[config.mk]
export PLATFORM = sky130hd
export DESIGN_NAME = irq_combiner
export DESIGN_NICKNAME = d
export VERILOG_FILES = /design/src/rtl/irq_combiner_pkg.sv /design/src/rtl/irq_src_bank.sv /design/src/rtl/irq_holdoff.sv /design/src/rtl/irq_pin_drv.sv /design/src/rtl/irq_combiner.sv
export SDC_FILE = /design/constraint.sdc
export NUM_CORES = 1
export LEC_CHECK = 0
export BUFFER_PORTS_ARGS = -buffer_cell sky130_fd_sc_hd__clkbuf_2
export CAP_MARGIN = 20
export CORE_ASPECT_RATIO = 0.7
export CORE_MARGIN = 2
export CORE_UTILIZATION = 45
export DETAILED_ROUTE_END_ITERATION = 6
export PLACE_DENSITY = 0.72
export SLEW_MARGIN = 0
export SYNTH_ARGS = -nofsm -noshare
export SYNTH_HDL_FRONTEND = slang
export SYNTH_SLANG_ARGS = --single-unit
[constraint.sdc]
create_clock -name clk -period 1.9 [get_ports clk]
set_clock_uncertainty 0.2 [all_clocks]
set_input_delay 0.285 -clock clk [delete_from_list [all_inputs] [get_ports clk]]
set_output_delay 0.285 -clock clk [all_outputs]
set_load 0.05 [all_outputs]
[src/rtl/irq_combiner_pkg.sv]
package irq_combiner_pkg;

    localparam int DATA_W   = 32;
    localparam int IVL_W    = 8;

    // configuration word bit positions
    localparam int CFG_IVL_LSB = 24;
    localparam int CFG_CLR_BIT = 14;
    localparam int CFG_RUN_BIT = 13;
    localparam int CFG_MST_BIT = 12;
    localparam int CFG_DRV_BIT = 8;
    localparam int CFG_POL_BIT = 4;
    localparam int CFG_PP_BIT  = 0;

    typedef enum logic [1:0] {
        SEL_CFG    = 2'd0,
        SEL_STATUS = 2'd1,
        SEL_ENABLE = 2'd2,
        SEL_NONE   = 2'd3
    } reg_sel_e;

    typedef struct packed {
        logic [IVL_W-1:0] interval;
        logic             drive_en;
        logic             pol_high;
        logic             push_pull;
    } cfg_t;

    function automatic cfg_t cfg_from_word(input logic [DATA_W-1:0] w);
        cfg_t c;
        c.interval  = w[CFG_IVL_LSB +: IVL_W];
        c.drive_en  = w[CFG_DRV_BIT];
        c.pol_high  = w[CFG_POL_BIT];
        c.push_pull = w[CFG_PP_BIT];
        return c;
    endfunction

    function automatic logic [DATA_W-1:0] cfg_to_word(input cfg_t c,
                                                      input logic running,
                                                      input logic master);
        logic [DATA_W-1:0] w;
        w = '0;
        w[CFG_IVL_LSB +: IVL_W] = c.interval;
        w[CFG_RUN_BIT] = running;
        w[CFG_MST_BIT] = master;
        w[CFG_DRV_BIT] = c.drive_en;
        w[CFG_POL_BIT] = c.pol_high;
        w[CFG_PP_BIT]  = c.push_pull;
        return w;
    endfunction

endpackage

[src/rtl/irq_src_bank.sv]
module irq_src_bank #(
    parameter int NSRC = 32
) (
    input  logic            clk,
    input  logic            rst,
    input  logic [NSRC-1:0] event_in,
    input  logic            stat_wr,
    input  logic            en_wr,
    input  logic [NSRC-1:0] wdata,
    output logic [NSRC-1:0] status_q,
    output logic [NSRC-1:0] enable_q,
    output logic            master
);
    localparam int SW_BIT = NSRC - 1;

    logic [NSRC-1:0] clr_mask;
    logic [NSRC-1:0] sw_set;

    always_comb begin
        clr_mask = stat_wr ? wdata : '0;
        sw_set   = '0;
        sw_set[SW_BIT] = en_wr & wdata[SW_BIT];
    end

    always_ff @(posedge clk) begin
        if (rst) begin
            status_q <= '0;
            enable_q <= '0;
        end else begin
            status_q <= (status_q & ~clr_mask) | event_in | sw_set;
            if (en_wr)
                enable_q <= wdata;
        end
    end

    assign master = |(status_q & enable_q);
endmodule

[src/rtl/irq_holdoff.sv]
module irq_holdoff #(
    parameter int IW = 8
) (
    input  logic          clk,
    input  logic          rst,
    input  logic          tick,
    input  logic          load,
    input  logic          clr,
    input  logic [IW-1:0] interval,
    output logic [IW-1:0] cnt,
    output logic          running
);
    always_ff @(posedge clk) begin
        if (rst)
            cnt <= '0;
        else if (clr)
            cnt <= '0;
        else if (load)
            cnt <= interval;
        else if (tick && cnt != '0)
            cnt <= cnt - 1'b1;
    end

    assign running = (cnt != '0);
endmodule

[src/rtl/irq_pin_drv.sv]
module irq_pin_drv (
    input  logic clk,
    input  logic rst,
    input  logic want,
    input  logic pol_high,
    input  logic push_pull,
    output logic active,
    output logic fell,
    output logic irq_out,
    output logic irq_oe
);
    always_ff @(posedge clk) begin
        if (rst)
            active <= 1'b0;
        else
            active <= want;
    end

    assign fell = active & ~want;

    always_comb begin
        if (push_pull) begin
            irq_oe  = 1'b1;
            irq_out = active ? pol_high : ~pol_high;
        end else begin
            irq_oe  = active;
            irq_out = pol_high;
        end
    end
endmodule

[src/rtl/irq_combiner.sv]
module irq_combiner
    import irq_combiner_pkg::*;
#(
    parameter int NSRC = 32
) (
    input  logic              clk,
    input  logic              rst,
    input  logic [NSRC-1:0]   event_in,
    input  logic              tick,
    input  logic [1:0]        reg_sel,
    input  logic              reg_wr,
    input  logic [DATA_W-1:0] reg_wdata,
    output logic [DATA_W-1:0] reg_rdata,
    output logic              irq_out,
    output logic              irq_oe
);
    cfg_t             cfg_q;
    logic [NSRC-1:0]  status_q;
    logic [NSRC-1:0]  enable_q;
    logic             master;
    logic [IVL_W-1:0] hold_cnt;
    logic             running;
    logic             irq_active;
    logic             fell;
    logic             cfg_wr;
    logic             hold_clr;
    logic             want;

    assign cfg_wr   = reg_wr && (reg_sel == SEL_CFG);
    assign hold_clr = cfg_wr && reg_wdata[CFG_CLR_BIT];

    always_ff @(posedge clk) begin
        if (rst)
            cfg_q <= '0;
        else if (cfg_wr)
            cfg_q <= cfg_from_word(reg_wdata);
    end

    irq_src_bank #(.NSRC(NSRC)) u_bank (
        .clk      (clk),
        .rst      (rst),
        .event_in (event_in),
        .stat_wr  (reg_wr && (reg_sel == SEL_STATUS)),
        .en_wr    (reg_wr && (reg_sel == SEL_ENABLE)),
        .wdata    (reg_wdata[NSRC-1:0]),
        .status_q (status_q),
        .enable_q (enable_q),
        .master   (master)
    );

    assign want = cfg_q.drive_en & master & ~running;

    irq_holdoff #(.IW(IVL_W)) u_hold (
        .clk      (clk),
        .rst      (rst),
        .tick     (tick),
        .load     (fell),
        .clr      (hold_clr),
        .interval (cfg_q.interval),
        .cnt      (hold_cnt),
        .running  (running)
    );

    irq_pin_drv u_pin (
        .clk       (clk),
        .rst       (rst),
        .want      (want),
        .pol_high  (cfg_q.pol_high),
        .push_pull (cfg_q.push_pull),
        .active    (irq_active),
        .fell      (fell),
        .irq_out   (irq_out),
        .irq_oe    (irq_oe)
    );

    always_comb begin
        unique case (reg_sel)
            SEL_CFG:    reg_rdata = cfg_to_word(cfg_q, running, master);
            SEL_STATUS: reg_rdata = DATA_W'(status_q);
            SEL_ENABLE: reg_rdata = DATA_W'(enable_q);
            default:    reg_rdata = '0;
        endcase
    end
endmodule

Word-level counts from Yosys, hierarchy flattened --
Cells that the tools add are included.
Storage, ports and cells: register bits 84, bits of input ports 70, output and inout port bits 34, word-level logic and storage cells 40
Operators by class: add/sub/neg operators 1, eq/ne operators 2, muxes and demuxes 7, bitwise gates (word level) 12, reduce and logical (&&, ||, !) cells 10
Operator list (count):
- 32-bit case mux with 3 select lines | 1
- 32-bit AND | 2
- 32-bit OR | 2
- 32-bit two-way mux | 1
- 32-bit NOT | 1
- 32-bit OR reduction | 1
- 8-bit two-way mux | 2
- 8-bit nonzero test | 1
- 8-bit by 1-bit subtractor with 8-bit output, second input constant | 1
- 1-bit logical AND | 5
- 1-bit AND | 4
- 1-bit two-way mux | 3
- 1-bit NOT | 3
- 2-bit by 1-bit == test with 1-bit output, second input constant | 1
- 2-bit == test, second input constant | 1
- 2-bit zero test | 1
- 2-bit nonzero test | 1
- 2-bit OR reduction | 1

Depth between registers and ports, before layout --
Gate-level depths: netlist of the first run.
word-level depth 7, depth in mapped cells 9

Hierarchy --
A second synthesis of the first run with hierarchy kept.
Second synthesis, totals: cell total of the unflattened synthesis 434, area, all modules 3951.3 sq um
By module, submodules not included:
- irq_src_bank | times used 1, cells an instance 259, area an instance 2341.0 sq um, sequential area each 1281.2 sq um
- irq_combiner | times used 1, cells an instance 109, area an instance 1059.8 sq um, sequential area each 220.2 sq um
- irq_holdoff | times used 1, cells an instance 60, area an instance 481.7 sq um, sequential area each 160.2 sq um
- irq_pin_drv | times used 1, cells an instance 6, area an instance 68.8 sq um, sequential area each 20.0 sq um

Worst setup path before layout of the first run --
Ideal clock, no wire load.
kind input to output, start in reg_sel[0], end out reg_rdata[24], arrival time 2.119 ns, required time 1.415 ns, setup slack -0.704 ns, stages 4, buffers on the path 2, path through buf_2 buf_1 mux2i_1 o21ai_0
Between the ends: longest elaborated chain between the ends 2, elaborated cells on any way between the ends 4, those cells by class 2 x eq/ne; 1 x mux; 1 x reduce/logical
RTL lines:
- start: declaration | RTL line irq_combiner.sv:10 | input logic [1:0] reg_sel,
- 2-bit == test (tied with other cells) | RTL line irq_combiner.sv:77 | unique case (reg_sel)
- 32-bit case mux with 3 select lines * | RTL line irq_combiner.sv:77
- end: declaration | RTL line irq_combiner.sv:13 | output logic [DATA_W-1:0] reg_rdata,
Mark *: on every way between the ends. The rest lies on a longest branch, timed or not.

Worst setup path in the final report of the first run --
start reg u_bank.status_q[19], end out reg_rdata[12]
Between the ends: longest elaborated chain between the ends 3
RTL lines:
- start: declaration | RTL line irq_src_bank.sv:10 | output logic [NSRC-1:0] status_q,
- start signal: assignment | RTL line irq_src_bank.sv:30 | status_q <= (status_q & ~clr_mask) | event_in | sw_set;
- 32-bit AND | RTL line irq_src_bank.sv:36 | assign master = |(status_q & enable_q);
- 32-bit OR reduction | RTL line irq_src_bank.sv:36
- 32-bit case mux with 3 select lines | RTL line irq_combiner.sv:77
Every way passes these cells.

==> impl_summary.log, run 1 <==
INFO  metric yosys-top-cells-area = dfxtp_1, nand2_1, a21oi_1, a22o_1, mux2i_1
INFO  metric synth_flop_cell = dfxtp_1
INFO  metric drc = 0
INFO  metric detailedPlacementHpwl = 9100 um
INFO  metric overall_power_after_layout = about 5.5 mW
INFO  metric synth_seq_area_share = 44.6%
INFO  metric reg2reg_depth = 9
INFO  metric ys_types = 32
INFO  metric r2r_slack = -260 ps
INFO  metric r2r_end = u_hold.cnt[0]$_SDFFE_PP0P_
INFO  metric routed_wire_length_per_instance = 17.2 um
INFO  metric ant_nets = 0
INFO  metric coreArea = 8010 sq um
INFO  metric setup_repair_after_global_routing_missed_its_margin = yes
INFO  metric maxClockFrequency = 0.417 GHz
INFO  metric synth_largest_area_cell = dfxtp_1
INFO  metric vias_in_the_first_global_route = approximately 4.3k
INFO  metric period_minus_slack = 2400 ps
INFO  metric die_h = 80.6 um
INFO  metric cts_htree_levels = 3
INFO  metric holdPathEnd = u_bank.enable_q[16]$_SDFFE_PP0P_
INFO  metric timing.final.ws_setup = -499 ps
INFO  metric fp.dieArea = 9130 sq um
INFO  metric cp-end-kind = output pin
INFO  metric cts_root_buf = clkbuf_16
INFO  metric cell_count_after_synthesis = 490
INFO  metric min_from = reg_wdata[16]
INFO  metric fin_area = roughly 6100 sq um
INFO  metric cts_inserted_buffers = 9
INFO  metric globalRouteTotalUtil = 29.7%
INFO  metric count_of_final_max_slew_check_failures = 0
INFO  metric worst_ep_arrival_time = 1910 ps
INFO  metric clock-sinks = between 80 and 90
INFO  metric timing_worst_setup_path_type = reg2out
INFO  metric vias_after_detailed_routing = between 4k and 5k
INFO  metric dp_worst_setup_slack = -206 ps
INFO  metric grt_antenna_before_repair = 0
INFO  metric hold_violations = 0
INFO  metric grt_util_met3 = 6.72%
INFO  metric yosysWarnings = 0
INFO  metric final_nets = 752
INFO  metric area_delta_synth_final = 61.1%
INFO  metric run_status = complete, but fails checks
INFO  metric clock_path_buffers = 2
INFO  metric met2_resource_use_gr = 50.9%
INFO  metric timing.hold.worst.class = in2reg
INFO  metric clk_pin_slew = 60 ps
INFO  metric vias_per_cell = 5.61
INFO  metric fp.dieW = 113 um
INFO  metric vdd_ir_drop_max = between 500 and 600 uV
INFO  metric count_of_port_buffers_added_during_placement = 103
INFO  metric placed_cell_area = 5190 sq um
INFO  metric cts_tree = built
INFO  metric powerDensity = 903 nW/um^2
INFO  metric top_level_ports = 104
INFO  metric grt_max_degree = 38
INFO  metric worst-endpoint-required = 1410 ps
INFO  metric hold_path_depth = 3
INFO  metric netlist_top_cells_count = nand2_1, dfxtp_1, a21oi_1
INFO  metric slew_headroom = 66.0%
INFO  metric wire_length_of_the_first_global_routing_pass = 21,100 um
INFO  metric routed_wl = 13,500 um
INFO  metric groute.layer.met1.usage = 37.0%
INFO  metric initial_utilization = 47.1%
INFO  metric fp-row-count = 27
INFO  metric netlist.area_leader.share = ~45%
INFO  metric synth.ff_latch_count = between 80 and 90
INFO  metric fill_cells = 531
INFO  metric synth_nets = 562
INFO  metric timing.critical_path.from_type = flop
INFO  metric violations = negative setup slack
INFO  metric setup_viol = 10
INFO  metric routability_cong = approximately 0.9
INFO  metric clk_latency_worst_skew_pair = around 340 ps
INFO  metric syn_avg_cell_area = 7.69 sq um
INFO  metric globalRouteOverflowTotal = 0
INFO  metric worst_margin_slew = just over 500 ps
INFO  metric worst_r2r_startpoint = u_bank.status_q[19]$_SDFF_PP0_
INFO  metric fin_cells = just under 800
INFO  metric leakage = approximately 2.6 nW
INFO  metric ant_diodes = 0
INFO  metric final_min_period_over_clock_period = 126%
INFO  metric global_route.peak_usage_layer = met2
INFO  metric synth.most_common_cell = nand2_1
INFO  metric whs = 2.06 ps
INFO  metric drt_iter0_markers = approximately 360
INFO  metric drv_cap = 0
INFO  metric drt-pass1-iter-count = 6
INFO  metric synthesis.area = 3770 sq um
INFO  metric worst-path-max-fanout = 2
INFO  metric layout-drive-gt1-share = approximately a third
INFO  metric synth-edff-count = 0
INFO  metric synthArstFlopShare = 0%
INFO  metric dp.cells = 719
## metal layers
metal | routed length (um) | up-vias
li1 | - | 2044
met1 | 5550 | 2052
met2 | 6320 | 281
met3 | 1320 | 33
met4 | 337 | 0
met5 | 0 | -
## placed cells by master (no fill, tap or decap), types with 6 or more instances in the layout
master,n
nand2_1,151
clkbuf_2,81
dfxtp_1,79
a21oi_1,75
buf_4,56
dlygate4sd3_1,48
nor2_1,35
buf_12,24
mux2i_1,18
a22o_2,14
o21ai_2,11
clkbuf_16,9
a22oi_1,8
a22o_1,6
## stage by stage
stage | util (%) | TNS [ps]
after floorplan | - | -422
after global placement | 64.8 | -1290
after detailed placement | 64.8 | -1650
after CTS | 75.3 | -2590
after global routing | 75.8 | -3530
final | 75.8 | -2730
## report_power, final
| part | internal (mW) | total [mW] | switching [mW] |
|---|---|---|---|
| registers | 1.91 | 2.03 | 0.121 |
| logic | 0.828 | 1.69 | 0.859 |
| clock network | 1.06 | 1.77 | 0.707 |
| total | 3.79 | 5.48 | 1.69 |
## worst max-delay path by stage
stage | from | to | slack, ps | depth (start not counted)
global placement | u_bank.status_q[1]$_SDFF_PP0_ | reg_rdata[12] | -200 | 8
CTS | u_bank.enable_q[1]$_SDFFE_PP0P_ | reg_rdata[12] | -490 | 8
global route | u_bank.enable_q[1]$_SDFFE_PP0P_ | reg_rdata[12] | -570 | 8
detailed placement | u_bank.status_q[1]$_SDFF_PP0_ | reg_rdata[12] | -210 | 8
floorplan | reg_sel[0] | reg_rdata[11] | -60 | 5
finish | u_bank.status_q[19]$_SDFF_PP0_ | reg_rdata[12] | -500 | 7
## worst max-delay path: stages (launching register included)
cell and delay [ps]:
dfxtp_1 310, a22o_1 220, a221oi_1 300, and4_4 300, a21oi_2 60, a21oi_2 130
o21ai_2 100, buf_12 160
## logic make-up (layout without fill, tap and decap cells)
group | count (synthesis) | in the layout | share of synthesized area, %
AND/OR/NAND/NOR | 211 | 211 | 23.2
buffers and inverters | 35 | 230 | 3.75
flip-flops | 84 | 84 | 44.6
AO/OA/AOI/OAI | 131 | 131 | 20.9
multiplexers | 19 | 19 | 5.05
XOR/XNOR | 8 | 8 | 1.86
adder cells (fa/ha/maj) | 2 | 2 | 0.664
## state kept, by name, indices dropped and copies added, names as in the netlist
register,count
cfg_q,11
u_bank.enable_q,32
u_bank.status_q,32
u_hold.cnt,8
u_pin.active,1
## area by class of cell
cell class              count  area (sq um)  area share, %
repair buffers            212          1820           30.0
multi-input cells         371          2120           35.0
flip-flops and latches     84          1690           27.8
clock buffers              11           243           4.00
inverters                   2          7.51          0.124
clock inverters             5          60.1          0.989
well taps                 101           126           2.08
## what timing repair did
item	CTS	global route
hold buffers	47	1
setup endpoints to repair	10	16
pin swaps	5	2
endpoints found under the hold margin	48	1
gates resized for setup	14	9
buffers inserted	2	2
(Power assumes the default switching activity.)
==> inputs of run 2 (changes only) <==
--- a/config.mk
+++ b/config.mk
@@ -9,9 +9,9 @@
 export CAP_MARGIN = 20
 export CORE_ASPECT_RATIO = 0.7
 export CORE_MARGIN = 2
-export CORE_UTILIZATION = 45
+export CORE_UTILIZATION = 47
 export DETAILED_ROUTE_END_ITERATION = 6
-export PLACE_DENSITY = 0.72
+export PLACE_DENSITY = 0.75
 export SLEW_MARGIN = 0
 export SYNTH_ARGS = -nofsm -noshare
 export SYNTH_HDL_FRONTEND = slang
==> run 2 against run 1 <==
  * The run still ends with negative setup slack left
  * Worst setup slack worse by 7.5 ps
  * Clock power up 16%
  * Sequential share of layout area down 0.46 points
  * First-iteration DRC count up 21%
  * Core utilization up 2.8 points
  * Count of clock-buffer cells in the layout unchanged
  * Register-to-register slack improved by 40 ps
  * Largest power group is now clock
==> impl_summary.log, run 2 (synthesis results as in run 1) <==
INFO  metric globalRouteTotalUtil = 32.5%
INFO  metric coreArea = ~7800 sq um
INFO  metric vias_per_cell = 5.83
INFO  metric overall_power_after_layout = between 5 and 6 mW
INFO  metric ant_nets = 0
INFO  metric worst-endpoint-required = 1410 ps
INFO  metric drv_cap = 0
INFO  metric fin_area = 6160 sq um
INFO  metric worst_r2r_startpoint = u_hold.cnt[0]$_SDFFE_PP0P_
INFO  metric layout.cells.most_common = nand2_1
INFO  metric fp-row-count = 27
INFO  metric setup_repair_after_global_routing_missed_its_margin = yes
INFO  metric clk_pin_slew = 60 ps
INFO  metric drt-pass1-iter-count = 5
INFO  metric fp.dieW = 111 um
INFO  metric grt_max_degree = 62
INFO  metric grt_antenna_before_repair = 0
INFO  metric hold_violations = 0
INFO  metric final_nets = 750
INFO  metric placed_cell_area = 5220 sq um
INFO  metric count_of_final_max_slew_check_failures = 0
INFO  metric top_level_ports = ~100
INFO  metric cts_inserted_buffers = 9
INFO  metric clock-sinks = 84
INFO  metric registers_with_the_highest_flip_flop_counts = u_bank.enable_q: 32 flops, u_bank.status_q: 32 flops, cfg_q: 11 flops
INFO  metric reg2reg_depth = 8
INFO  metric cts_htree_levels = 3
INFO  metric leakage = about 2.6 nW
INFO  metric count_of_port_buffers_added_during_placement = 103
INFO  metric worst_margin_slew = 331 ps
INFO  metric final_min_period_over_clock_period = 127%
INFO  metric vias_after_detailed_routing = 4,570
INFO  metric fraction_of_the_core_area_covered_by_cells_at_the_end_of_the_flow = a little under 80%
INFO  metric cp-end-kind = output pin
INFO  metric whs = 3.61 ps
INFO  metric timing_worst_setup_path_type = reg2out
INFO  metric cts_tree = built
INFO  metric last_element_of_the_critical_path = reg_rdata[12]
INFO  metric drc = 0
INFO  metric drt_iter0_markers = 429
INFO  metric worstPathBufferInverterCount = 1
INFO  metric ant_diodes = 0
INFO  metric r2r_slack = -220 ps
INFO  metric area_delta_synth_final = 63.4%
INFO  metric routability_cong = 0.867
INFO  metric layout_common_cells = nand2_1, dfxtp_1, clkbuf_2
INFO  metric slew_headroom = 77.6%
INFO  metric die_h = 78.9 um
INFO  metric layout-drive-gt1-share = ~34%
INFO  metric timing.hold.worst.class = in2reg
INFO  metric routed_wl = 14,800 um
INFO  metric run_status = complete, but fails checks
INFO  metric powerDensity = just under 1000 nW/um^2
INFO  metric timing.final.ws_setup = -506 ps
INFO  metric setup.worst_path.start = u_bank.status_q[1]$_SDFF_PP0_
INFO  metric fp.dieArea = 8760 sq um
INFO  metric period_minus_slack = 2410 ps
INFO  metric setup_viol = 10
INFO  metric critical-path-top-delay-family = compound AO/OA/AOI/OAI gates
INFO  metric worst_ep_arrival_time = roughly 1900 ps
INFO  metric clock_path_buffers = 2
INFO  metric maxClockFrequency = just over 0.4 GHz
INFO  metric detailedPlacementHpwl = 8690 um
INFO  metric critical_path_cell_count = 7
INFO  metric crit_path_max_incr_delay = 320 ps
INFO  metric timing.critical_path.mode_cell = a21oi_1
INFO  metric timing.critical_path.from_type = flop
INFO  metric worst-path-max-fanout = 2
INFO  metric globalRouteOverflowTotal = 0
INFO  metric cts_root_buf = clkbuf_16
INFO  metric violations = negative setup slack
INFO  metric sequence_of_cells_on_the_critical_path = a22o_1 -> a221oi_2 -> and4_1 -> a21oi_1 -> a21oi_1 -> o21ai_2 -> buf_12
INFO  metric initial_utilization = 48.1%
INFO  metric vdd_ir_drop_max = about 490 uV
INFO  metric clk_latency_worst_skew_pair = 340 ps
INFO  metric wire_length_of_the_first_global_routing_pass = 22,400 um
INFO  metric vias_in_the_first_global_route = approximately 4.4k
INFO  metric r2r_end = u_hold.cnt[3]$_SDFFE_PP0P_
INFO  metric routed_wire_length_per_instance = between 15 and 20 um
INFO  metric crit_path_top_delay_cell = dfxtp_2
-- run 2: changes by cell type in the layout (fill, tap and decap cells not counted), moves of 2 or more --
cell / delta
bufinv_16: +2
dfxtp_2: -3
buf_12: +4
buf_4: -4
a21oi_1: +2
dfxtp_1: +3
-- run 2: what timing repair did --
action,4_1_cts,5_1_grt
setup buffers,3,1
resized for setup,12,8
endpoints found under the hold margin,49,0
endpoints found under the setup margin,10,21
hold buffers,48,0
gates cloned,0,0
pin swaps,4,3
-- run 2: where the power goes --
group          leakage, nW  internal, mW  switching, mW
clock network        0.170          1.33          0.720
logic                 1.74         0.906          0.971
registers            0.692          1.90          0.117
total                 2.60          4.14           1.81
-- run 2: worst min-delay path by stage --
stage / from / end / slack (ps) / cells after the start
after CTS: reg_wdata[2] / u_bank.enable_q[2]$_SDFFE_PP0P_ / 0.03 / 3
final: reg_wdata[4] / u_bank.enable_q[4]$_SDFFE_PP0P_ / 4 / 3
after global placement: u_bank.enable_q[12]$_SDFFE_PP0P_ / u_bank.enable_q[12]$_SDFFE_PP0P_ / 260 / 2
after floorplan: event_in[0] / u_bank.status_q[0]$_SDFF_PP0_ / 200 / 2
after global routing: reg_wdata[6] / u_bank.enable_q[6]$_SDFFE_PP0P_ / 10 / 3
after detailed placement: u_bank.enable_q[8]$_SDFFE_PP0P_ / u_bank.enable_q[8]$_SDFFE_PP0P_ / 260 / 2
-- run 2: worst register-to-register path: stages (launching register included) --
cell and delay, ps:
dfxtp_1 360, inv_2 50, ha_1 220, nand2b_1 180, nor3_4 80, or3b_2 500, xnor2_2 200, nand2_1 90
mux2i_1 160
-- run 2: cell type report --
class	count	area, sq um
multi-input combinational	371	2130
sequential	84	1680
clock inverter	5	108
clock buffer	11	243
fill	467	1680
inverter	2	7.51
tap	101	126
timing repair buffer	210	1850
-- run 2: per-layer routing --
layer / routed length (um) / up-vias / track usage, %
met2: 6890 / 338 / 54.7
li1: - / 2049 / -
met5: 0 / - / 0
met4: 595 / 0 / 15.2
met1: 5740 / 2113 / 40.4
met3: 1530 / 70 / 7.10
-- run 2: stage by stage --
stage / TNS, ps / std cells / setup slack [ps]
CTS: -1590 / 783 / -449
global placement: -1190 / 716 / -183
global route: -3140 / 784 / -589
detailed placement: -1530 / 716 / -183
floorplan: -422 / 490 / -60.2
finish: -2530 / 784 / -506
